`config.mk`:
```
export PLATFORM = sky130hd
export DESIGN_NAME = rewind_fifo
export DESIGN_NICKNAME = d
export VERILOG_FILES = /design/src/rtl/rewind_fifo_pkg.sv /design/src/rtl/rewind_store.sv /design/src/rtl/rewind_rd_ctrl.sv /design/src/rtl/rewind_fifo.sv
export SDC_FILE = /design/constraint.sdc
export NUM_CORES = 1
export LEC_CHECK = 0
export BUFFER_PORTS_ARGS = -buffer_cell sky130_fd_sc_hd__buf_4
export CORE_MARGIN = 5
export CORE_UTILIZATION = 40
export DETAILED_ROUTE_END_ITERATION = 16
export PLACE_DENSITY = 0.66
export SYNTH_ARGS = -nofsm -noshare
export SYNTH_HDL_FRONTEND = slang
export SYNTH_HIERARCHICAL = 1
export SYNTH_SLANG_ARGS = --single-unit
export TNS_END_PERCENT = 5
```
`constraint.sdc`:
```
create_clock -name clk -period 3.3 [get_ports clk]
set_input_delay 0.495 -clock clk [delete_from_list [all_inputs] [get_ports clk]]
set_output_delay 0.495 -clock clk [all_outputs]
set_load 0.02 [all_outputs]
```
`src/rtl/rewind_fifo_pkg.sv`:
```
package rewind_fifo_pkg;
    typedef enum logic {
        LAT_NORMAL = 1'b0,
        LAT_ZERO   = 1'b1
    } lat_mode_e;
endpackage

```
`src/rtl/rewind_store.sv`:
```
module rewind_store #(
    parameter int WIDTH = 8,
    parameter int DEPTH = 16,
    localparam int AW = $clog2(DEPTH),
    localparam int PW = AW + 1
) (
    input  logic             clk,
    input  logic             mrst,
    input  logic             wr_en,
    input  logic [WIDTH-1:0] wr_data,
    input  logic [PW-1:0]    rd_ptr,
    output logic [WIDTH-1:0] rd_word,
    output logic [WIDTH-1:0] head_word,
    output logic [PW-1:0]    wr_ptr
);
    typedef struct packed {
        logic [PW-1:0] wr_ptr;
    } wstate_t;

    wstate_t st_d, st_q;
    logic [WIDTH-1:0] mem_q [DEPTH];
    logic full, accept;

    // Unread count equal to depth means no room.
    assign full   = (PW'(st_q.wr_ptr - rd_ptr) == PW'(DEPTH));
    assign accept = wr_en && !full && !mrst;

    always_comb begin
        st_d = st_q;
        if (mrst) begin
            st_d.wr_ptr = '0;
        end else if (accept) begin
            st_d.wr_ptr = st_q.wr_ptr + PW'(1);
        end
    end

    always_ff @(posedge clk) begin
        st_q <= st_d;
    end

    always_ff @(posedge clk) begin
        if (accept) begin
            mem_q[st_q.wr_ptr[AW-1:0]] <= wr_data;
        end
    end

    assign rd_word   = mem_q[rd_ptr[AW-1:0]];
    assign head_word = mem_q[0];
    assign wr_ptr    = st_q.wr_ptr;

    AST_FULL_HOLDS_WPTR: assert property (@(posedge clk) disable iff (mrst)
        (full && wr_en) |=> (st_q.wr_ptr == $past(st_q.wr_ptr)));
endmodule

```
`src/rtl/rewind_rd_ctrl.sv`:
```
module rewind_rd_ctrl
    import rewind_fifo_pkg::*;
#(
    parameter int WIDTH = 8,
    parameter int DEPTH = 16,
    localparam int AW = $clog2(DEPTH),
    localparam int PW = AW + 1
) (
    input  logic             clk,
    input  logic             mrst,
    input  logic             latency_pick,
    input  logic             rd_en,
    input  logic             rewind_n,
    input  logic [PW-1:0]    wr_ptr,
    input  logic [WIDTH-1:0] rd_word,
    input  logic [WIDTH-1:0] head_word,
    output logic [PW-1:0]    rd_ptr,
    output logic [WIDTH-1:0] rd_data,
    output logic             empty
);
    typedef struct packed {
        logic [PW-1:0]    rd_ptr;
        logic [WIDTH-1:0] dout;
        lat_mode_e        mode;
    } rstate_t;

    rstate_t st_d, st_q;
    logic    is_empty;
    logic    has_stored;

    assign is_empty   = (st_q.rd_ptr == wr_ptr);
    assign has_stored = (wr_ptr != '0);

    always_comb begin
        st_d = st_q;
        if (mrst) begin
            st_d.rd_ptr = '0;
            st_d.dout   = '0;
            st_d.mode   = latency_pick ? LAT_NORMAL : LAT_ZERO;
        end else if (!rewind_n) begin
            if (st_q.mode == LAT_ZERO && has_stored) begin
                st_d.dout   = head_word;
                st_d.rd_ptr = PW'(1);
            end else begin
                st_d.rd_ptr = '0;
            end
        end else if (rd_en && !is_empty) begin
            st_d.dout   = rd_word;
            st_d.rd_ptr = st_q.rd_ptr + PW'(1);
        end
    end

    always_ff @(posedge clk) begin
        st_q <= st_d;
    end

    assign rd_ptr  = st_q.rd_ptr;
    assign rd_data = st_q.dout;
    assign empty   = is_empty;

    AST_RESET_CLEARS: assert property (@(posedge clk) disable iff (mrst)
        $past(mrst) |-> (rd_data == '0 && st_q.rd_ptr == '0));
    AST_NO_OVERREAD: assert property (@(posedge clk) disable iff (mrst)
        (PW'(wr_ptr - st_q.rd_ptr) <= PW'(DEPTH)));
    AST_REWIND_TO_ZERO: assert property (@(posedge clk) disable iff (mrst)
        (!rewind_n && st_q.mode == LAT_NORMAL) |=> (st_q.rd_ptr == '0));
    AST_MODE_LATCHED: assert property (@(posedge clk) disable iff (mrst)
        !$past(mrst) |-> $stable(st_q.mode));
    AST_ZERO_LAT_LOAD: assert property (@(posedge clk) disable iff (mrst)
        (!rewind_n && st_q.mode == LAT_ZERO && wr_ptr != '0)
        |=> (rd_data == $past(head_word) && st_q.rd_ptr == PW'(1)));
    AST_NORMAL_HOLD: assert property (@(posedge clk) disable iff (mrst)
        (!rewind_n && st_q.mode == LAT_NORMAL) |=> $stable(rd_data));
endmodule

```
`src/rtl/rewind_fifo.sv`:
```
module rewind_fifo #(
    parameter int WIDTH = 8,
    parameter int DEPTH = 16
) (
    input  logic             clk,
    input  logic             mrst,
    input  logic             latency_pick,
    input  logic             wr_en,
    input  logic [WIDTH-1:0] wr_data,
    input  logic             rd_en,
    input  logic             rewind_n,
    output logic [WIDTH-1:0] rd_data,
    output logic             empty
);
    localparam int AW = $clog2(DEPTH);
    localparam int PW = AW + 1;

    logic [PW-1:0]    wr_ptr;
    logic [PW-1:0]    rd_ptr;
    logic [WIDTH-1:0] rd_word;
    logic [WIDTH-1:0] head_word;

    rewind_store #(.WIDTH(WIDTH), .DEPTH(DEPTH)) u_store (
        .clk       (clk),
        .mrst      (mrst),
        .wr_en     (wr_en),
        .wr_data   (wr_data),
        .rd_ptr    (rd_ptr),
        .rd_word   (rd_word),
        .head_word (head_word),
        .wr_ptr    (wr_ptr)
    );

    rewind_rd_ctrl #(.WIDTH(WIDTH), .DEPTH(DEPTH)) u_rd (
        .clk          (clk),
        .mrst         (mrst),
        .latency_pick (latency_pick),
        .rd_en        (rd_en),
        .rewind_n     (rewind_n),
        .wr_ptr       (wr_ptr),
        .rd_word      (rd_word),
        .head_word    (head_word),
        .rd_ptr       (rd_ptr),
        .rd_data      (rd_data),
        .empty        (empty)
    );
endmodule

```
* Word-level counts from Yosys, hierarchy flattened *
Memories as Yosys holds them, arrays and structs flattened. A register that Yosys moved wholly into a read port is not among the register bits.
Index checks and enable logic that the tools add are counted.

operators by class
  add/subtract/negate cells = 3
  equal/unequal tests = 3
  reductions and logical operators = 10
  muxes and demuxes = 9

operator list
  cell                                                             number
  13-bit 2-to-1 mux                                                2
  5-bit by 1-bit adder with 5-bit output, second input constant    2
  4-bit 2-to-1 mux                                                 2
  8-bit 2-to-1 mux                                                 1
  5-bit equality test                                              1
  5-bit equality test, second input constant                       1
  5-bit nonzero test                                               1
  5-bit subtractor                                                 1
  1-bit logical AND                                                4
  1-bit 2-to-1 mux                                                 4
  1-bit zero test                                                  3
  2-bit by 1-bit != test with 1-bit output, second input constant  1
  2-bit AND reduction                                              1
  2-bit nonzero test                                               1

word-level totals
  bits of input ports = 14
  bits in writable memories = 128
  word-level logic and storage cells = 30
  memories = 1
  flip-flop bits (word level) = 19

memory list
  memory         depth  width  rd ports  clocked after Yosys merged registers in  write ports  line                source
  u_store.mem_q  16     8      2         1                                        1            rewind_store.sv:21  logic [WIDTH-1:0] mem_q [DEPTH];

* Longest topological paths before layout *
  depth in word-level cells = 7
  depth in mapped cells = 12

* Cells and area by module *
The synthesis kept the hierarchy.

by module, submodules not included
  module          seq. area each (um^2)  area an instance (um^2)  cells each  instances
  rewind_store    3943.8                 5372.7                   251         1
  rewind_rd_ctrl  290.3                  1036.0                   107         1

* Least setup slack after synthesis *
OpenSTA, ideal clock, no wires.

  kind = reg2reg
  from = register u_rd.st_q, in the netlist u_rd/rd_ptr[1]
  to = memory u_store.mem_q[0][0], enable pin
  arrival = 3.139 ns
  required time = 2.905 ns
  setup time = 0.395 ns
  cell stages (with the launch flop) = 13
  setup slack = -0.234 ns
  cell sequence = dfxtp_1 buf_4 clkbuf_1 clkbuf_1 inv_1 ha_1 or3b_1 nand3_1 a211oi_4 nand2b_1 buf_4 buf_6 nor4_1

between the ends
  longest elaborated chain between the ends = 7

ends and longest elaborated chain
  what                                    line                  source
  from (decl)                             rewind_rd_ctrl.sv:27  rstate_t st_d, st_q;
  from (signal assigned)                  rewind_rd_ctrl.sv:54  st_q <= st_d;
  5-bit subtractor                        rewind_store.sv:25    assign full = (PW'(st_q.wr_ptr - rd_ptr) == PW'(DEPTH));
  5-bit equality test                     rewind_store.sv:25
  1-bit zero test                         rewind_store.sv:26    assign accept = wr_en && !full && !mrst;
  1-bit logical AND (2 in series)         rewind_store.sv:26
  1-bit 2-to-1 mux                        rewind_store.sv:42    if (accept) begin
  1-bit 2-to-1 mux (not written as such)  rewind_store.sv:43    mem_q[st_q.wr_ptr[AW-1:0]] <= wr_data;
  to (decl)                               rewind_store.sv:21

No other way between the ends.

* Worst setup path after layout *
  from = register u_rd.st_q, in the netlist u_rd/rd_ptr[1]
  to = memory u_store.mem_q[4][1], enable pin

The elaborated chain is that of the path after synthesis.

==> metrics.md <==
| Metric | Value |
|---|---|
| Vias | `between 3000 and 4000` |
| RSZ-0062 raised after global routing | `no` |
| Post-cts sizing count | `0` |
| Slack of the worst reg-to-reg path | `0.41 ns` |
| Critical path peak fanout | `10` |
| Syn Area/Cell | `17.90 µm²` |
| Largest net degree at the start of global routing | `39` |
| CTS buffer count | `17` |
| Clock slew at reported path FFs | `0.06 ns` |
| Post-synth EDFFs | `about 130` |
| Chip height | `approximately 140 µm` |
| Final period utilization | `between 80% and 90%` |
| WL/cell | `21.69 µm` |
| Crit path from | `u_rd/rd_ptr[1]` |
| Diode count | `0` |
| Post-DP HPWL | `8717 µm` |
| Top FF cell, synth | `edfxtp_1` |
| Setup crit end kind | `register` |
| Placer Congestion | `between 0.8 and 0.9` |
| Vias in the first global route | `between 3000 and 4000` |
| Initial antenna violation count | `0` |
| Synth Cell Area | `6409 µm²` |
| # rows | `46` |
| Final #Nets | `about 420` |
| Sequential cell area | `around 4200 µm²` |
| Hold path startpoint | `latency_pick` |
| Final std cells w/o fill | `~630` |
| Largest area contributor in the netlist | `edfxtp_1` |
| Ys async rst share | `0%` |
| Via density | `roughly 5.3` |
| Crit path capture | `u_store/mem_q[4][1]` |
| Fin. max-slew vios | `0` |
| Synth Instances | `between 300 and 400` |
| Total Wirelength | `around 14000 µm` |
| Max-cap viol count | `0` |
| Worst R2R End | `u_store/mem_q[4][1]` |
| Worst reg2reg startpoint | `u_rd/rd_ptr[1]` |
| Post-synthesis sequential area ratio | `between 60% and 70%` |
| Root Buffer | `clkbuf_16` |
| Remaining Overflow, GRT | `0` |
| Filler cells | `around 1300` |
| Pwr Density | `between 500 and 600 nW/µm²` |
| Initial Utilization | `about 40%` |
| Setup violators final | `0` |
| Worst skew pair latency | `approximately 0.43 ns` |
| Setup WS pre-CTS | `roughly 0.46 ns` |
| Post-synth top area share | `just over 60%` |
| Hold Slack | `about 0.32 ns` |
| Initial DRC count | `approximately 290` |
| Share of cells above drive strength 1 | `about 33%` |
| Area Growth Syn to Fin | `15.95%` |
| Die Width | `between 100 and 150 µm` |
| GRT Util Overall | `about 16%` |
| Max clock buf depth | `2` |
| FMAX | `between 300 and 400 MHz` |
| Final Util | `46.95%` |
| Synth Net Count | `roughly 380` |
| Total die area | `approximately 19000 µm²` |
| HP Class | `input pin to register` |
| Min Tclk post-route | `2.894 ns` |
| Post-CTS setup repair buffer count | `0` |
| R2R depth | `9` |
| Leak | `about 0.0025 µW` |
| Placed Area | `approximately 6900 µm²` |
| Final hold violations | `0` |
| Clock tree from TritonCTS | `yes` |
| H-tree level count | `4` |
| Yosys cell types | `44` |
| Worst-Margin Slew | `around 0.93 ns` |
| Port Buf Inserts | `22` |
| Ranking of synthesized cells by area | `edfxtp_1 60%, mux4_2 14%, dfxtp_1 5.6%, mux2i_1 1.9%, mux2_4 1.9%` |
| FF+latch count, synth | `around 150` |
| Crit path DAT | `around 3.0 ns` |
| CP Class | `register to register` |
| Core Footprint | `15830 µm²` |
| Boundary pin count | `23` |
| First-pass GRT wire length | `between 20000 and 25000 µm` |
| Fin Clk Skew | `roughly 0.0074 ns` |
| Critical Path RT | `around 3.4 ns` |
| Status | `completed` |
| # hold bufs at CTS | `0` |
| Fin area | `7431 µm²` |
| Final ANT Viol Nets | `0` |
| Relative slew slack | `37.40%` |
| Multi-input logic area | `1959 µm²` |
| Inst Count DP | `593` |
| Ys Warns | `6` |
| Worst VDD drop | `approximately 0.36 mV` |
| Pre-antenna DRT Iters | `4` |
| DRC | `0` |
| Startpoint Class | `register` |
| CTS sink cnt | `between 100 and 150` |
| Post-route setup slack | `between 0.4 and 0.5 ns` |
[power by group]
group	internal [µW]	switching, µW
registers	2050	13.0
logic	149	167
clock network	1100	736
total	3300	916
[sequential cells by signal, summed over array words and instances (netlist names)]
name	cells
u_rd/rd_ptr	5
u_store/wr_ptr	5
u_rd/rd_data	8
u_rd/st_q	1
u_store/mem_q	128
[placed cells by master, fill, tap and decap left out, drive strengths merged, types with 2 or more instances in the layout]
cell type and n:
edfxtp 129, buf 49, mux4 40, clkbuf 18, dfxtp 18, nor2 13
nor2b 12, mux2i 12, mux2 11, nand2 10, nand2b 9, ha 9
nor3 9, inv 9, nor4 8, clkinv 7, a21oi 5, clkinvlp 4
xor2 4, nand4 4, nand3 4, xnor2 3, bufinv 2, and2 2
nand3b 2, or4 2, o21ai 2, o211ai 2, or3 2
[layout make-up]
cell class                      instances  share of cell area [%]
Sequential cell                       147                   57.00
Multi-Input combinational cell        173                   26.37
Clock buffer                           18                   5.775
Timing Repair Buffer                   49                   4.950
Tap cell                              216                   3.637
Clock inverter                         14                   1.869
Inverter                                8                  0.4041
[worst min path at each step]
| stage | cells after the start | endpoint | slack [ns] |
|---|---|---|---|
| final | 2 | u_rd/st_q[0] | 0.32 |
| after global routing | 2 | u_rd/st_q[0] | 0.32 |
| after CTS | 2 | u_rd/st_q[0] | 0.31 |
| after detailed placement | 2 | u_rd/rd_ptr[4] | 0.56 |
| after global placement | 2 | u_rd/rd_ptr[4] | 0.54 |
| after floorplan | 2 | u_rd/rd_ptr[4] | 0.47 |
[routing by layer]
layer	vias to the layer above	GRT usage, %	part of all wire [%]
li1	1483	-	-
met1	1720	20.99	43
met2	103	25.44	50
met3	16	4.154	5.5
met4	0	5.319	1.8
met5	-	0	0
[cells by family (layout without fill, tap and decap cells)]
| logic type | Yosys count | count (layout) | synth area share, % |
|---|---|---|---|
| flip-flops | 147 | 147 | 66.07 |
| AND/OR/NAND/NOR | 78 | 78 | 6.794 |
| multiplexers | 63 | 63 | 18.33 |
| buffers and inverters | 38 | 89 | 3.358 |
| AO/OA/AOI/OAI | 15 | 15 | 2.363 |
| adder cells (fa/ha/maj) | 9 | 9 | 1.757 |
| XOR/XNOR | 8 | 8 | 1.328 |
[worst max-delay path: stages (launching register included)]
cell and delay [ns]:
dfxtp_1 0.33, inv_1 0.05, ha_1 0.18, or3b_1 0.40
nand3_1 0.15, a211oi_4 0.08, nand2b_1 0.27, buf_4 0.23
nor3_1 0.63, buf_4 0.28
[per-stage QoR]
| stage | power, µW | setup TNS [ns] |
|---|---|---|
| 2_1_floorplan | 2328 | -14.31 |
| 3_3_place_gp | 2415 | 0 |
| 3_5_place_dp | 2419 | 0 |
| 4_1_cts | 4249 | 0 |
| 5_1_grt | 4362 | 0 |
| 6_report | 4216 | 0 |
[cells in the mapped netlist, types with 2 or more instances]
cell / instances
nand3b_1: 2
clkbuf_1: 10
nor2b_1: 12
nand2b_1: 9
nor4_1: 8
buf_2: 4
buf_6: 2
xnor2_1: 3
xor2_1: 4
inv_1: 7
and2_1: 2
dfxtp_1: 18
nor3_1: 8
mux2i_1: 12
mux2_2: 2
ha_1: 9
a21oi_1: 5
nand4_1: 4
mux2_4: 8
edfxtp_1: 129
buf_4: 14
mux4_2: 40
nor2_1: 13
nand3_1: 4
nand2_1: 10
Power figures use the tool's default switching activity.
